==> src/rtl/pkt_pkg.sv <==
package pkt_pkg;

    localparam int HDR_BYTES = 40;
    localparam int HDR_BITS  = HDR_BYTES * 8;
    localparam int HIDX_W    = $clog2(HDR_BYTES);

    typedef enum logic [1:0] {
        ST_IDLE = 2'd0,
        ST_HDR  = 2'd1,
        ST_PAY  = 2'd2
    } pk_state_e;

    // Per-packet copy of the side-band inputs.
    typedef struct packed {
        logic [0:3][31:0] dly;
        logic [31:0]      fft;
        logic [31:0]      ovf;
        logic [7:0]       src_a;
        logic [7:0]       src_b;
        logic [7:0]       board;
        logic [7:0]       kind;
    } snap_t;

    // Header image, most significant bits sent first.
    typedef struct packed {
        logic [7:0]       hlen;
        logic [15:0]      acc_len;
        logic [7:0]       pnum;
        logic [31:0]      glob;
        logic [31:0]      wrap;
        logic [0:3][31:0] dly;
        logic [31:0]      fft;
        logic [31:0]      ovf;
        logic [7:0]       src_a;
        logic [7:0]       src_b;
        logic [7:0]       board;
        logic [7:0]       kind;
    } pkt_hdr_t;

endpackage

==> src/rtl/pkt_acc_track.sv <==
module pkt_acc_track #(
    parameter int ACC_MOD = 50
) (
    input  logic                       clk,
    input  logic                       rst_n,
    input  logic                       clr_i,
    input  logic                       pkt_done_i,
    input  logic                       acc_done_i,
    output logic [7:0]                 pnum_o,
    output logic [31:0]                glob_o,
    output logic [$clog2(ACC_MOD)-1:0] wrap_o
);
    localparam int MOD_W = $clog2(ACC_MOD);

    typedef struct packed {
        logic [7:0]       pnum;
        logic [31:0]      glob;
        logic [MOD_W-1:0] wrap;
    } cnt_t;

    cnt_t cnt_d, cnt_q;

    always_comb begin
        cnt_d = cnt_q;
        if (clr_i) begin
            cnt_d.pnum = '0;
            cnt_d.wrap = '0;
        end else if (pkt_done_i) begin
            if (acc_done_i) begin
                cnt_d.pnum = '0;
                cnt_d.glob = cnt_q.glob + 32'd1;
                cnt_d.wrap = (cnt_q.wrap == MOD_W'(ACC_MOD - 1)) ? '0 : cnt_q.wrap + 1'b1;
            end else begin
                cnt_d.pnum = cnt_q.pnum + 8'd1;
            end
        end
    end

    always_ff @(posedge clk) begin
        if (!rst_n) cnt_q <= '0;
        else        cnt_q <= cnt_d;
    end

    assign pnum_o = cnt_q.pnum;
    assign glob_o = cnt_q.glob;
    assign wrap_o = cnt_q.wrap;


    pnum_step_chk: assert property (@(posedge clk) disable iff (!rst_n)
        (pkt_done_i && !acc_done_i && !clr_i) |=> (pnum_o == $past(pnum_o) + 8'd1));


    glob_step_chk: assert property (@(posedge clk) disable iff (!rst_n)
        (pkt_done_i && acc_done_i && !clr_i) |=> (glob_o == $past(glob_o) + 32'd1) && (pnum_o == 8'd0));


    wrap_range_chk: assert property (@(posedge clk) disable iff (!rst_n)
        (32'(wrap_o) < ACC_MOD));


    sync_clear_chk: assert property (@(posedge clk) disable iff (!rst_n)
        clr_i |=> (pnum_o == 8'd0) && (wrap_o == '0) && $stable(glob_o));

endmodule

==> src/rtl/pkt_beat_ctr.sv <==
module pkt_beat_ctr #(
    parameter int BEATS_PER_FRAME = 1024,
    parameter int FRAMES_PER_PKT  = 6,
    parameter int FR_W            = $clog2(FRAMES_PER_PKT + 1)
) (
    input  logic            clk,
    input  logic            rst_n,
    input  logic            load_i,
    input  logic [FR_W-1:0] nfr_i,
    input  logic            step_i,
    output logic            frame_end_o,
    output logic            pkt_end_o
);
    localparam int BEAT_W = (BEATS_PER_FRAME > 1) ? $clog2(BEATS_PER_FRAME) : 1;

    typedef struct packed {
        logic [BEAT_W-1:0] beat;
        logic [FR_W-1:0]   frm;
        logic [FR_W-1:0]   nfr;
    } bc_t;

    bc_t bc_d, bc_q;

    always_comb begin
        frame_end_o = step_i && (bc_q.beat == BEAT_W'(BEATS_PER_FRAME - 1));
        pkt_end_o   = frame_end_o && (bc_q.frm == bc_q.nfr - 1'b1);
        bc_d = bc_q;
        if (load_i) begin
            bc_d.beat = '0;
            bc_d.frm  = '0;
            bc_d.nfr  = nfr_i;
        end else if (step_i) begin
            if (frame_end_o) begin
                bc_d.beat = '0;
                bc_d.frm  = pkt_end_o ? '0 : bc_q.frm + 1'b1;
            end else begin
                bc_d.beat = bc_q.beat + 1'b1;
            end
        end
    end

    always_ff @(posedge clk) begin
        if (!rst_n) bc_q <= '0;
        else        bc_q <= bc_d;
    end


    nfr_range_chk: assert property (@(posedge clk) disable iff (!rst_n)
        load_i |-> (nfr_i != '0) && (32'(nfr_i) <= FRAMES_PER_PKT));

endmodule

==> src/rtl/pkt_hdr_sel.sv <==
module pkt_hdr_sel
    import pkt_pkg::*;
(
    input  pkt_hdr_t          hdr_i,
    input  logic [HIDX_W-1:0] idx_i,
    output logic [7:0]        byte_o
);
    logic [HDR_BITS-1:0] shifted;

    always_comb begin
        shifted = hdr_i << (8 * int'(idx_i));
        byte_o  = shifted[HDR_BITS-1 -: 8];
    end

endmodule

==> src/rtl/frame_packetizer.sv <==
module frame_packetizer
    import pkt_pkg::*;
#(
    parameter int FRAMES_PER_PKT  = 6,
    parameter int BEATS_PER_FRAME = 1024,
    parameter int ACC_MOD         = 50
) (
    input  logic         clk,
    input  logic         rst_n,
    input  logic         sync_i,
    input  logic [15:0]  acc_len_i,
    input  logic [127:0] delay_i,
    input  logic [31:0]  fft_shift_i,
    input  logic [31:0]  adc_ovf_i,
    input  logic [7:0]   src_a_i,
    input  logic [7:0]   src_b_i,
    input  logic [7:0]   board_i,
    input  logic [7:0]   kind_i,
    input  logic         in_valid,
    input  logic [7:0]   in_data,
    output logic         in_ready,
    output logic         out_valid,
    output logic [7:0]   out_data,
    output logic         out_sop,
    output logic         out_eop
);
    localparam int FR_W  = $clog2(FRAMES_PER_PKT + 1);
    localparam int MOD_W = $clog2(ACC_MOD);

    typedef struct packed {
        pk_state_e         st;
        logic [HIDX_W-1:0] hidx;
        logic [15:0]       left;
        logic [15:0]       acc_len;
        logic              sync_pend;
        snap_t             snap;
        logic              ov;
        logic [7:0]        od;
        logic              sop;
        logic              eop;
    } top_t;

    top_t r_d, r_q;

    logic             start, step, frame_end, pkt_end;
    logic             pkt_done, acc_done, clr;
    logic [FR_W-1:0]  nfr;
    logic [15:0]      len_eff, left_n;
    logic             new_acc;
    logic [7:0]       pnum;
    logic [31:0]      glob;
    logic [MOD_W-1:0] wrap;
    logic [7:0]       hdr_byte;
    pkt_hdr_t         hdr;
    snap_t            snap_in;

    pkt_acc_track #(.ACC_MOD(ACC_MOD)) u_acc (
        .clk        (clk),
        .rst_n      (rst_n),
        .clr_i      (clr),
        .pkt_done_i (pkt_done),
        .acc_done_i (acc_done),
        .pnum_o     (pnum),
        .glob_o     (glob),
        .wrap_o     (wrap)
    );

    pkt_beat_ctr #(
        .BEATS_PER_FRAME (BEATS_PER_FRAME),
        .FRAMES_PER_PKT  (FRAMES_PER_PKT),
        .FR_W            (FR_W)
    ) u_beat (
        .clk         (clk),
        .rst_n       (rst_n),
        .load_i      (start),
        .nfr_i       (nfr),
        .step_i      (step),
        .frame_end_o (frame_end),
        .pkt_end_o   (pkt_end)
    );

    pkt_hdr_sel u_sel (
        .hdr_i  (hdr),
        .idx_i  (r_q.hidx),
        .byte_o (hdr_byte)
    );

    // Side-band capture and header image.
    always_comb begin
        for (int k = 0; k < 4; k++) begin
            snap_in.dly[k] = delay_i[32*k +: 32];
        end
        snap_in.fft   = fft_shift_i;
        snap_in.ovf   = adc_ovf_i;
        snap_in.src_a = src_a_i;
        snap_in.src_b = src_b_i;
        snap_in.board = board_i;
        snap_in.kind  = kind_i;

        hdr.hlen    = 8'(HDR_BYTES);
        hdr.acc_len = r_q.acc_len;
        hdr.pnum    = pnum;
        hdr.glob    = glob;
        hdr.wrap    = 32'(wrap);
        hdr.dly     = r_q.snap.dly;
        hdr.fft     = r_q.snap.fft;
        hdr.ovf     = r_q.snap.ovf;
        hdr.src_a   = r_q.snap.src_a;
        hdr.src_b   = r_q.snap.src_b;
        hdr.board   = r_q.snap.board;
        hdr.kind    = r_q.snap.kind;
    end

    // Packet sequencing.
    always_comb begin
        r_d      = r_q;
        r_d.ov   = 1'b0;
        r_d.sop  = 1'b0;
        r_d.eop  = 1'b0;
        start    = 1'b0;
        step     = 1'b0;
        pkt_done = 1'b0;
        acc_done = 1'b0;
        clr      = 1'b0;
        in_ready = (r_q.st == ST_PAY);

        len_eff = (acc_len_i == 16'd0) ? 16'd1 : acc_len_i;
        new_acc = (r_q.left == 16'd0) || r_q.sync_pend || sync_i;
        left_n  = new_acc ? len_eff : r_q.left;
        nfr     = (left_n >= 16'(FRAMES_PER_PKT)) ? FR_W'(FRAMES_PER_PKT) : FR_W'(left_n);

        if (sync_i) r_d.sync_pend = 1'b1;

        unique case (r_q.st)
            ST_IDLE: begin
                if (in_valid) begin
                    start    = 1'b1;
                    r_d.left = left_n;
                    r_d.snap = snap_in;
                    if (new_acc) r_d.acc_len = len_eff;
                    if (r_q.sync_pend || sync_i) begin
                        clr           = 1'b1;
                        r_d.sync_pend = 1'b0;
                    end
                    r_d.hidx = '0;
                    r_d.st   = ST_HDR;
                end
            end
            ST_HDR: begin
                r_d.ov   = 1'b1;
                r_d.od   = hdr_byte;
                r_d.sop  = (r_q.hidx == '0);
                r_d.hidx = r_q.hidx + 1'b1;
                if (r_q.hidx == HIDX_W'(HDR_BYTES - 1)) r_d.st = ST_PAY;
            end
            ST_PAY: begin
                if (in_valid) begin
                    step   = 1'b1;
                    r_d.ov = 1'b1;
                    r_d.od = in_data;
                    if (frame_end) r_d.left = r_q.left - 16'd1;
                    if (pkt_end) begin
                        r_d.eop  = 1'b1;
                        pkt_done = 1'b1;
                        acc_done = (r_q.left == 16'd1);
                        r_d.st   = ST_IDLE;
                    end
                end
            end
            default: r_d.st = ST_IDLE;
        endcase
    end

    always_ff @(posedge clk) begin
        if (!rst_n) begin
            r_q    <= '0;
            r_q.st <= ST_IDLE;
        end else begin
            r_q <= r_d;
        end
    end

    assign out_valid = r_q.ov;
    assign out_data  = r_q.od;
    assign out_sop   = r_q.sop;
    assign out_eop   = r_q.eop;


    pay_pass_chk: assert property (@(posedge clk) disable iff (!rst_n)
        (in_ready && in_valid) |=> (out_valid && (out_data == $past(in_data))));


    pay_hold_chk: assert property (@(posedge clk) disable iff (!rst_n)
        (in_ready && !in_valid) |=> !out_valid);


    marker_valid_chk: assert property (@(posedge clk) disable iff (!rst_n)
        (out_sop || out_eop) |-> (out_valid && !(out_sop && out_eop)));


    sop_follows_idle_chk: assert property (@(posedge clk) disable iff (!rst_n)
        out_sop |-> !$past(in_ready));

endmodule

==> config.mk <==
export PLATFORM = sky130hd
export DESIGN_NAME = frame_packetizer
export DESIGN_NICKNAME = d
export VERILOG_FILES = /design/src/rtl/pkt_pkg.sv /design/src/rtl/pkt_acc_track.sv /design/src/rtl/pkt_beat_ctr.sv /design/src/rtl/pkt_hdr_sel.sv /design/src/rtl/frame_packetizer.sv
export SDC_FILE = /design/constraint.sdc
export NUM_CORES = 1
export LEC_CHECK = 0
export ABC_AREA = 1
export BUFFER_PORTS_ARGS = -buffer_cell sky130_fd_sc_hd__buf_2
export CELL_PAD_IN_SITES_DETAIL_PLACEMENT = 2
export CELL_PAD_IN_SITES_GLOBAL_PLACEMENT = 2
export CORE_MARGIN = 2
export CORE_UTILIZATION = 33
export DETAILED_ROUTE_END_ITERATION = 10
export HOLD_SLACK_MARGIN = 0.12
export PLACE_DENSITY = 0.85
export SYNTH_ARGS = -nofsm -noshare
export SYNTH_HDL_FRONTEND = slang
export SYNTH_SLANG_ARGS = --single-unit
==> constraint.sdc <==
create_clock -name clk -period 5.8 [get_ports clk]
set_input_delay 0.87 -clock clk [delete_from_list [all_inputs] [get_ports clk]]
set_output_delay 0.87 -clock clk [all_outputs]
set_load 0.01 [all_outputs]
==> flow_summary.yaml <==
layout:
  fillers: 6095
  syn2layout_area_growth_pct: 17.3
  layout_commonest_cell: "nand2_1"
  mostFrequentLayoutCells: "604 x nand2_1, 336 x dfxtp_1, 329 x o21ai_0, 283 x inv_1, 282 x a21oi_1"
  num_antenna_cells: 0
  multiInputGateArea_mm2: 0.00834
  regArea_mm2: 0.00677
  layout-drive-gt1-share_pct: 13.3
  fin_nets: 2997
die:
  start_util_pct: 33.5
  rows: 82
  coreArea_mm2: 0.0503
  ioPinCount: 264
  die_width_um: 230
  die_area_mm2: 0.0529
  die_h_um: 230
synthesis:
  synth_area_per_cell_um2: 6.56
  synth_seq_cells: 338
  ys_warn_count: 0
  syn_nets: 2837
  async_reset_ff_share_pct: 0
  synthCells: 2570
  ys_seq_area_share_pct: 40.2
  synth_enable_flop_cells: 0
  synth_ff_type: "dfxtp_1"
  synth.distinct_cells: 46
  syn_area_mm2: 0.0168
grt:
  grt_use_total_pct: 26.9
  grt_max_degree: 258
  antenna_found_initial: 1
  grt_pass1_wl_um: 113000
  top_usage_layer: "met2"
  grt_use_met1_pct: 34.2
  grt_overflow: 0
  met3_usage_pct: 2.98
  grt_pass1_vias: 19600
  gr-usage-met2_pct: 46.7
sta:
  clock.fmax_mhz: 270
  finalWorstSetupSlack_ns: 2.09
  finClkSkew_ns: 0.0174
  slew_violations: 0
  fin_crit_ns: 3.71
  finalHoldViolations: 0
  relSlewSlack_pct: 21.8
  rsz0062_at_grt: "false"
  worstMarginPinSlew_ns: 1.17
  tns_ns: 0
  finalCritPeriodShare_pct: 64.0
  setup_viol_count_final: 0
cts:
  cts.repair.resized: 0
  cts.sinks: 338
  cts-root-buf: "clkbuf_16"
  cts.path.max_buffers: 3
  cts_hold_buf: 0
  cts_tree: "yes"
  htree_levels: 2
  cts_setup_buffers: 0
  clock_latency_ns: 0.58
  clkSlewWorstSetupHoldPaths_ns: 0.06
  cts_buffers: 41
hold_path:
  hold_path_class: "reg -> reg"
critical_path:
  crit_required_ns: 6.30
  cp-end-kind: "register"
  critPathKind: "reg -> reg"
  worstPathArrival_ns: 4.21
  cp-start-kind: "register"
  path_max_fanout: 64
placement:
  place_ws_ns: 2.13
  globalplace.congestion: 0.955
  hpwl_um: 51500
  numPortBuffers: 263
pwr:
  p_leak_nw: 8.72
  power_density_mw_per_mm2: 389
  ir_drop_mv: 0.161
route:
  wl_um: 72200
  drc: 0
  routedWlPerCell_um: 21.0
  firstDrtPassIters: 5
  dr_total_vias: 18100
  viasPerCell: 5.27
  ant_nets: 0
  drt_iter0_markers: 1070
job:
  cap_viol_max_count: 0
run_status:
  outcome: "completed"
cells by family after synthesis:
kind of cell    synth area share (%)
compound gates                  20.3
xor+xnor                        1.87
fa+ha+maj                       1.11
buf+inv                         10.4
flops                           40.2
simple gates                    26.2
metal layers:
layer  vias to the layer above  wire length [um]
li1                       8587                 -
met1                      9017             32200
met2                       367             34800
met3                       113              2530
met4                         0              2660
met5                         -                 0
flip-flops by register name, indices dropped and copies added, names as in the netlist:
register,cells
hdr,240
u_acc.glob_o,32
r_q,25
u_beat.bc_q,16
out_data,8
u_acc.pnum_o,8
u_acc.wrap_o,6
out_eop,1
out_sop,1
out_valid,1
final timing paths:
check | to | cells past startpoint | start | slack (ns)
max reg2reg | out_data[3] | 13 | r_q[268] | 2.09
min | hdr[35] | 2 | hdr[35] | 0.46
max | out_data[3] | 13 | r_q[268] | 2.09
min reg2reg | hdr[35] | 2 | hdr[35] | 0.46
cell usage after synthesis, types with 6 or more instances:
| master | n | area [um2] |
|---|---|---|
| nand2_1 | 605 | 2270 |
| dfxtp_1 | 338 | 6770 |
| o21ai_0 | 329 | 1650 |
| inv_1 | 284 | 1070 |
| a21oi_1 | 282 | 1410 |
| nor2_1 | 251 | 942 |
| nand3_1 | 141 | 706 |
| clkbuf_1 | 120 | 450 |
| xor2_1 | 33 | 289 |
| nor3_1 | 29 | 145 |
| o211ai_1 | 24 | 180 |
| buf_1 | 16 | 60.1 |
| ha_1 | 15 | 188 |
| nand4_1 | 14 | 87.6 |
| a31oi_1 | 11 | 68.8 |
| buf_2 | 11 | 55.1 |
| buf_4 | 11 | 82.6 |
| nor4_1 | 6 | 37.5 |
area by class of cell:
type	instances	share of cell area, %
Tap cell	672	4.25
Multi-Input combinational cell	1781	42.2
Clock buffer	56	5.63
Inverter	292	5.56
Clock inverter	17	0.861
Timing Repair Buffer	276	7.25
Sequential cell	338	34.3
power breakdown:
group	leakage [nW]	internal, W	switching, W
clock	0.627	0.00148	0.00108
sequential	2.79	0.00271	0.000210
combinational	5.31	0.000629	0.00157
total	8.72	0.00482	0.00287
per-stage QoR:
step	total power (W)	instances	instance area [um2]	util, %	hold WS [ns]
floorplan	0.00436	2570	16800	-	0.425
global placement	0.00498	3359	18500	36.8	0.439
detailed placement	0.00514	3359	18500	36.8	0.450
CTS	0.00774	3432	19800	39.3	0.460
global route	0.00814	3432	19800	39.3	0.485
finish	0.00768	3432	19800	39.3	0.457
critical path: stages (launching register included):
cell	delay (ns)
dfxtp_4	0.74
clkinv_2	1.02
buf_4	0.60
nand2_1	0.12
nand3_1	0.09
nand2_1	0.12
nand2_1	0.05
nand2_1	0.09
o21ai_0	0.17
nand3_1	0.15
nand2_1	0.06
nand2_1	0.10
nand2_1	0.07
a21oi_1	0.15
Note: power is estimated with default switching activity, not from simulation.
